### src/rtl/pm_sleep_ctl_pkg.sv
package pm_sleep_ctl_pkg;

    typedef enum logic [2:0] {
        ST_IDLE,
        ST_OFF,
        ST_RAM,
        ST_DISK,
        ST_TAIL
    } slp_state_e;

    typedef enum logic [1:0] {
        CMD_NONE,
        CMD_OFF,
        CMD_RAM,
        CMD_DISK
    } slp_cmd_e;

endpackage

### src/rtl/pm_sleep_ctl_merge.sv
module pm_sleep_ctl_merge #(
    parameter int REG_W = 16
) (
    input  logic [REG_W-1:0]   cur_i,
    input  logic [REG_W-1:0]   wdata_i,
    input  logic [REG_W/8-1:0] be_i,
    output logic [REG_W-1:0]   merged_o
);
    localparam int LANES = REG_W / 8;

    for (genvar g = 0; g < LANES; g++) begin : g_lane
        assign merged_o[g*8 +: 8] = be_i[g] ? wdata_i[g*8 +: 8] : cur_i[g*8 +: 8];
    end

endmodule

### src/rtl/pm_sleep_ctl_decode.sv
module pm_sleep_ctl_decode
    import pm_sleep_ctl_pkg::*;
#(
    parameter int REG_W   = 16,
    parameter int EN_BIT  = 13,
    parameter int TYP_LSB = 10,
    parameter int TYP_W   = 3
) (
    input  logic             valid_i,
    input  logic [REG_W-1:0] value_i,
    input  logic [TYP_W-1:0] s4_code_i,
    output slp_cmd_e         cmd_o
);
    logic [TYP_W-1:0] typ;

    assign typ = value_i[TYP_LSB +: TYP_W];

    always_comb begin
        cmd_o = CMD_NONE;
        if (valid_i && value_i[EN_BIT]) begin
            if (typ == TYP_W'(0)) begin
                cmd_o = CMD_OFF;
            end else if (typ == TYP_W'(1)) begin
                cmd_o = CMD_RAM;
            end else if (typ == s4_code_i) begin
                cmd_o = CMD_DISK;
            end
        end
    end

endmodule

### src/rtl/pm_sleep_ctl_store.sv
module pm_sleep_ctl_store #(
    parameter int REG_W   = 16,
    parameter int EN_BIT  = 13,
    parameter int SCI_BIT = 0,
    parameter int TYP_W   = 3
) (
    input  logic             clk,
    input  logic             rst_n,
    input  logic             wr_en_i,
    input  logic [REG_W-1:0] merged_i,
    input  logic             sci_set_i,
    input  logic             sci_clr_i,
    input  logic [TYP_W-1:0] s4_in_i,
    output logic [REG_W-1:0] value_o,
    output logic [TYP_W-1:0] s4_q_o
);
    localparam logic [REG_W-1:0] KEEP_MASK = ~(REG_W'(1) << EN_BIT);

    logic [REG_W-1:0] val_q;
    logic [REG_W-1:0] val_d;
    logic [TYP_W-1:0] s4_q;

    always_comb begin
        val_d = val_q;
        if (wr_en_i) begin
            val_d = merged_i & KEEP_MASK;
        end
        if (sci_set_i) begin
            val_d[SCI_BIT] = 1'b1;
        end else if (sci_clr_i) begin
            val_d[SCI_BIT] = 1'b0;
        end
    end

    always_ff @(posedge clk) begin
        if (!rst_n) begin
            val_q <= '0;
            s4_q  <= s4_in_i;
        end else begin
            val_q <= val_d;
        end
    end

    assign value_o = val_q;
    assign s4_q_o  = s4_q;

endmodule

### src/rtl/pm_sleep_ctl_fsm.sv
module pm_sleep_ctl_fsm
    import pm_sleep_ctl_pkg::*;
(
    input  logic     clk,
    input  logic     rst_n,
    input  slp_cmd_e cmd_i,
    output logic     off_o,
    output logic     ram_o,
    output logic     disk_o
);
    slp_state_e state_q;
    slp_state_e state_d;

    always_comb begin
        state_d = ST_IDLE;
        unique case (state_q)
            ST_DISK: state_d = ST_TAIL;
            ST_IDLE, ST_OFF, ST_RAM, ST_TAIL: begin
                unique case (cmd_i)
                    CMD_OFF:  state_d = ST_OFF;
                    CMD_RAM:  state_d = ST_RAM;
                    CMD_DISK: state_d = ST_DISK;
                    CMD_NONE: state_d = ST_IDLE;
                    default:  state_d = ST_IDLE;
                endcase
            end
            default: state_d = ST_IDLE;
        endcase
    end

    always_ff @(posedge clk) begin
        if (!rst_n) begin
            state_q <= ST_IDLE;
        end else begin
            state_q <= state_d;
        end
    end

    always_comb begin
        off_o  = 1'b0;
        ram_o  = 1'b0;
        disk_o = 1'b0;
        unique case (state_q)
            ST_OFF, ST_TAIL: off_o  = 1'b1;
            ST_RAM:          ram_o  = 1'b1;
            ST_DISK:         disk_o = 1'b1;
            ST_IDLE:         ;
            default:         ;
        endcase
    end

endmodule

### src/rtl/pm_sleep_ctl.sv
module pm_sleep_ctl
    import pm_sleep_ctl_pkg::*;
#(
    parameter int REG_W   = 16,
    parameter int EN_BIT  = 13,
    parameter int TYP_LSB = 10,
    parameter int TYP_W   = 3,
    parameter int SCI_BIT = 0
) (
    input  logic               clk,
    input  logic               rst_n,
    input  logic [TYP_W-1:0]   s4_code_i,
    input  logic               wr_en_i,
    input  logic [REG_W/8-1:0] wr_be_i,
    input  logic [REG_W-1:0]   wr_data_i,
    output logic [REG_W-1:0]   rd_data_o,
    input  logic               sci_set_i,
    input  logic               sci_clr_i,
    output logic               off_req_o,
    output logic               ram_req_o,
    output logic               disk_req_o
);
    logic [REG_W-1:0] cur_val;
    logic [REG_W-1:0] merged;
    logic [TYP_W-1:0] s4_q;
    slp_cmd_e         cmd;

    pm_sleep_ctl_merge #(.REG_W(REG_W)) u_merge (
        .cur_i    (cur_val),
        .wdata_i  (wr_data_i),
        .be_i     (wr_be_i),
        .merged_o (merged)
    );

    pm_sleep_ctl_decode #(
        .REG_W(REG_W), .EN_BIT(EN_BIT), .TYP_LSB(TYP_LSB), .TYP_W(TYP_W)
    ) u_decode (
        .valid_i   (wr_en_i),
        .value_i   (merged),
        .s4_code_i (s4_q),
        .cmd_o     (cmd)
    );

    pm_sleep_ctl_store #(
        .REG_W(REG_W), .EN_BIT(EN_BIT), .SCI_BIT(SCI_BIT), .TYP_W(TYP_W)
    ) u_store (
        .clk       (clk),
        .rst_n     (rst_n),
        .wr_en_i   (wr_en_i),
        .merged_i  (merged),
        .sci_set_i (sci_set_i),
        .sci_clr_i (sci_clr_i),
        .s4_in_i   (s4_code_i),
        .value_o   (cur_val),
        .s4_q_o    (s4_q)
    );

    pm_sleep_ctl_fsm u_fsm (
        .clk    (clk),
        .rst_n  (rst_n),
        .cmd_i  (cmd),
        .off_o  (off_req_o),
        .ram_o  (ram_req_o),
        .disk_o (disk_req_o)
    );

    assign rd_data_o = cur_val;

endmodule

### config.mk
export PLATFORM = sky130hd
export DESIGN_NAME = pm_sleep_ctl
export DESIGN_NICKNAME = d
export VERILOG_FILES = /design/src/rtl/pm_sleep_ctl_pkg.sv /design/src/rtl/pm_sleep_ctl_merge.sv /design/src/rtl/pm_sleep_ctl_decode.sv /design/src/rtl/pm_sleep_ctl_store.sv /design/src/rtl/pm_sleep_ctl_fsm.sv /design/src/rtl/pm_sleep_ctl.sv
export SDC_FILE = /design/constraint.sdc
export NUM_CORES = 1
export LEC_CHECK = 0
export BUFFER_PORTS_ARGS = -buffer_cell sky130_fd_sc_hd__buf_2
export CAP_MARGIN = 0
export CORE_AREA = 2 2 49 51
export DETAILED_ROUTE_END_ITERATION = 10
export DIE_AREA = 0 0 51 53
export HOLD_SLACK_MARGIN = 0.15
export PLACE_DENSITY_LB_ADDON = 0.05
export SYNTH_ARGS = -nofsm -noshare
export SYNTH_HDL_FRONTEND = slang
export SYNTH_SLANG_ARGS = --single-unit
export TNS_END_PERCENT = 5
### constraint.sdc
create_clock -name clk -period 1.8 [get_ports clk]
set_clock_uncertainty 0.15 [all_clocks]
set_input_delay 0.54 -clock clk [delete_from_list [all_inputs] [get_ports clk]]
set_output_delay 0.54 -clock clk [all_outputs]
set_load 0.02 [all_outputs]
Word level (Yosys, flattened, before mapping)
Index checks and enable logic that the tools add are counted.
{ "op_classes": {"n_eq_ne": 9, "muxes": 14, "n_reduce_logical": 11} }
{ "ops": {"columns": ["cell", "n"], "rows": [
  ["case mux 3 bit (4 select lines)", 1],
  ["2-to-1 mux 2 bit", 4],
  ["2-to-1 mux 1 bit", 7],
  ["== test 3 x 1 -> 1 bit (second input constant)", 2],
  ["== test 3 x 2 -> 1 bit (second input constant)", 2],
  ["zero test 3 bit", 2],
  ["2-to-1 mux 6 bit", 1],
  ["case mux 3 bit (2 select lines)", 1],
  ["AND reduction 2 bit", 3],
  ["nonzero test 3 bit", 2],
  ["== test 2 bit (second input constant)", 2],
  ["OR reduction 4 bit", 1],
  ["== test 3 bit", 1],
  ["== test 3 bit (second input constant)", 1],
  ["== test 2 x 1 -> 1 bit (second input constant)", 1],
  ["zero test 2 bit", 1],
  ["OR reduction 2 bit", 1],
  ["logical AND 1 bit", 1]
]} }
{ "totals": {"register_bits": 21, "out_inout_bits": 19, "elab_cells": 40} }

Depth between registers and ports, before layout
{ "depth": {"ltp_word": 9, "mapped_depth": 5, "ltp_nobuf": 4} }

By module
From an unflattened synthesis, not the netlist that was laid out.
{ "hier_totals": {"cells_unflattened": 97, "area_unflattened_um2": 1136.1} }
{ "by_module_without_submodules": {"columns": ["module", "n_inst", "cells_per_inst", "area_per_inst_um2", "seq_area_each_um2"], "rows": [
  ["pm_sleep_ctl_store", 1, 55, 655.6, 390.4],
  ["pm_sleep_ctl_merge", 1, 18, 262.8, 0.0],
  ["pm_sleep_ctl_fsm", 1, 13, 122.6, 60.1],
  ["pm_sleep_ctl_decode", 1, 11, 95.1, 0.0]
]} }

Worst setup path after synthesis
Ideal clock, no wire load.
{ "synth_path": {"path_type": "input to register", "startpoint": "input wr_en_i", "endpoint": "register u_fsm.state_q[0]", "setup_ns": 0.065, "arrival_ns": 1.391, "t_required_ns": 1.585, "path_slack_ns": 0.194, "path_stages": 5, "n_path_buf": 1, "cell_sequence": "clkbuf_1 > nand2_4 > a2111oi_2 > o21ai_0 > nor2_1"} }
{ "synth_between": {"elab_chain_cells": 5, "elab_cells_between_ends": 8, "cone_classes": "3 x eq/ne; 3 x mux; 2 x reduce/logical"} }
{ "synth_rtl": {"columns": ["element", "line_no", "source"], "rows": [
  ["from (decl)", "pm_sleep_ctl.sv:13", "input logic wr_en_i,"],
  ["logical AND 1 bit (*)", "pm_sleep_ctl_decode.sv:20", "if (valid_i && value_i[EN_BIT]) begin"],
  ["2-to-1 mux 2 bit (*)", "pm_sleep_ctl_decode.sv:20", null],
  ["== test 2 bit (tied with other cells)", "pm_sleep_ctl_fsm.sv:19", "unique case (cmd_i)"],
  ["case mux 3 bit (4 select lines) (*)", "pm_sleep_ctl_fsm.sv:19", null],
  ["case mux 3 bit (2 select lines) (*)", "pm_sleep_ctl_fsm.sv:16", "unique case (state_q)"],
  ["to (signal assigned)", "pm_sleep_ctl_fsm.sv:35", "state_q <= state_d;"],
  ["to (decl)", "pm_sleep_ctl_fsm.sv:11", "slp_state_e state_q;"]
]} }
Every way passes the cells marked *; elsewhere a longest branch is shown, timed or not. The select of a mux whose other input is x is not followed.
A chain may end at the register's enable or synchronous reset.

Worst setup path after layout
{ "layout_path": {"startpoint": "register u_fsm.state_q[2]", "endpoint": "output disk_req_o"} }
{ "layout_between": {"elab_chain_cells": 2} }
{ "layout_rtl": {"columns": ["element", "line_no", "source"], "rows": [
  ["== test 3 x 2 -> 1 bit", "pm_sleep_ctl_fsm.sv:43", "unique case (state_q)"],
  ["2-to-1 mux 1 bit", "pm_sleep_ctl_fsm.sv:43", null],
  ["to (decl)", "pm_sleep_ctl.sv:21", "output logic disk_req_o"]
]} }
No other way between the ends.

==> flow_summary_export.csv <==
group,metric,value,unit
logic_synthesis,synth_area_leaders,"dfxtp_1, edfxtp_1, a21oi_1",
logic_synthesis,syn_area,888.4,um^2
global_routing,grt_pass1_vias,726,
clock_network,clkTransAtPathRegs,0.11,ns
routing,dr.first_iter.drc_count,8,
clock_network,cts-resized-gates,0,
global_routing,grt-ovfl-total,0,
critical_path,crit_type,"register to primary output",
power,p_sw_frac,0.2577,
cells_and_area,area_growth_syn_to_layout,31.41,%
global_routing,antenna_found_initial,0,
power,p_clk_frac,0.245,
cells_and_area,fillers,210,
place,io_buffer_count,43,
clock_network,clkSinkCount,21,
power,p_switching,0.0002255,W
timing,rsz0062_at_grt,"yes",
cells_and_area,layout_commonest_cell,"buf_2",
place,gp_congestion,0.7362,
timing,fin_ws,0.06678,ns
power,p_leak,0.5348,nW
logic_synthesis,synth_top_area_cell,"dfxtp_1",
global_routing,grt_start_max_net_pins,12,
timing,hold_slack,0.2661,ns
timing,fin_crit_sh,0.9629,
clock_network,cts-root-buf,"clkbuf_4",
routing,drc_errors,0,
clock_network,numCtsBuffers,3,
cells_and_area,final_cell_mix,"buf_2, nand2_1, a21oi_1, dfxtp_1, nand3_1",
place,dpl.hpwl,1422,um
global_routing,grt_pass1_wl,2994,um
logic_synthesis,syn_inst,99,
logic_synthesis,synth_cell_types,25,
cells_and_area,fin_util,0.5434,
run_status,status,"finished clean",
floorplan,die_width,51,um
critical_path,end_kind,"primary output",
timing,report.final.setup_viol,0,
clock_network,clock_latency,0.29,ns
cells_and_area,nets,171,
logic_synthesis,seq_area_frac_synth,0.5070,
power,p_seq_frac,0.583,
critical_path,worstPathRequired,1.11,ns
logic_synthesis,syn_nets,125,
clock_network,cts_max_level,1,
logic_synthesis,yosys_warnings,0,
cells_and_area,diodes,0,
power,power_density,749.6,nW/um^2
logic_synthesis,syn_area_per_cell,8.973,um^2
logic_synthesis,ys_seq_elements,21,
floorplan,die_area,2703,um^2
floorplan,num_io_pins,45,
logic_synthesis,synth_top_area_share,0.4056,
power,p_int,0.0006496,W
clock_network,cts_tree,"done",
timing,max_freq,577.0,MHz
critical_path,path_max_fanout,4,
critical_path,arrival,1.04,ns
timing,fin_crit,1.733,ns
routing,vias_per_cell,4.826,
floorplan,start_util,0.4135,
floorplan,num_rows,17,
power,vdd_drop_max,0.0004628,V
critical_path,critPathLaunchType,"register",
cells_and_area,fin_cells,172,
clock_network,cts_buffer_depth,2,
routing,wl_per_cell,10.73,um
timing,hold_violations,0,
timing,drv_slew,0,
clock_network,cts_setup_buffers,0,
routing,vias,830,
global_routing,track_usage,0.1513,
power,pwr-share-comb,0.171,
floorplan,core,2148,um^2
routing,wl,1846,um
clock_network,hold_buffers,0,
cells_and_area,drive_above_1_share,0.3889,
floorplan,die_y,53,um
place,dpl_worst_slack,0.03942,ns
routing,ant_nets,0,
job,cap_violations,0,
power,power,0.0008751,W
hold_path,min_path_type,"input port to register",
place,place_inst,168,
routing,drt_pass1_iterations,4,
## flip-flops by register name, indices dropped and copies added (netlist names)
register / count
u_store.s4_q_o: 3
u_store.value_o: 15
u_fsm.state_q: 3
## worst max-delay path: stages, from the launching register on
cell	delay, ns
dfxtp_1	0.40
and3b_1	0.20
buf_2	0.15
## power groups by stage
stage | sequential (W) | combinational (W) | clock, W
final | 0.000510 | 0.000150 | 0.000215
after floorplan | 0.000540 | 0.0000721 | 0
after global placement | 0.000521 | 0.000149 | 0
after global routing | 0.000514 | 0.000166 | 0.000249
after CTS | 0.000511 | 0.000152 | 0.000233
after detailed placement | 0.000522 | 0.000152 | 0
## synthesized netlist by cell type
| cell type | instances |
|---|---|
| nor2b_1 | 1 |
| nand3_1 | 15 |
| inv_1 | 1 |
| xnor2_1 | 4 |
| nand2_4 | 1 |
| nor3b_2 | 1 |
| o21a_1 | 2 |
| and3b_1 | 1 |
| a21oi_1 | 16 |
| mux2i_1 | 2 |
| nor3_1 | 1 |
| and2_1 | 1 |
| dfxtp_1 | 18 |
| conb_1 | 1 |
| edfxtp_1 | 3 |
| clkbuf_1 | 1 |
| mux2i_2 | 1 |
| buf_4 | 2 |
| buf_1 | 3 |
| nor2_1 | 3 |
| nand2_1 | 17 |
| o21ai_0 | 1 |
| a2111oi_2 | 1 |
| o31a_1 | 1 |
| nor3b_1 | 1 |
## per-stage QoR
step / TNS, ns / instance area (um^2)
6_report: 0 / 1167
5_1_grt: -0.04885 / 1167
4_1_cts: 0 / 1165
3_5_place_dp: 0 / 1139
3_3_place_gp: 0 / 1139
2_1_floorplan: 0 / 888.4
## cell type report
cell class                      count  area (um^2)  area share
Clock buffer                        4        26.28     0.02251
Tap cell                           28        35.03     0.03001
Inverter                            1        3.754    0.003215
Sequential cell                    21        452.9      0.3880
Timing Repair Buffer               47        245.2      0.2101
Multi-Input combinational cell     71        404.1      0.3462
## cells by family after synthesis
| group | synth area share |
|---|---|
| simple gates | 0.2338 |
| compound gates | 0.1394 |
| flops | 0.5071 |
| buf+inv | 0.03801 |
| xor+xnor | 0.03943 |
| mux | 0.03803 |
| other cells | 0.004221 |
## worst paths after layout
path         cells after the start          startpoint  slack, ns            endpoint
max                              2    u_fsm.state_q[2]       0.07          disk_req_o
min                              1        s4_code_i[2]       0.27   u_store.s4_q_o[2]
max reg2reg                      4    u_fsm.state_q[1]       0.46    u_fsm.state_q[0]
min reg2reg                      2  u_store.value_o[3]       0.31  u_store.value_o[3]
## per-layer routing
metal  routed length (um)  GRT usage
met1                  801     0.1802
met4                   14    0.06757
met5                    0          0
met2                  905     0.2554
met3                  125    0.03955
Power figures use the tool's default switching activity.
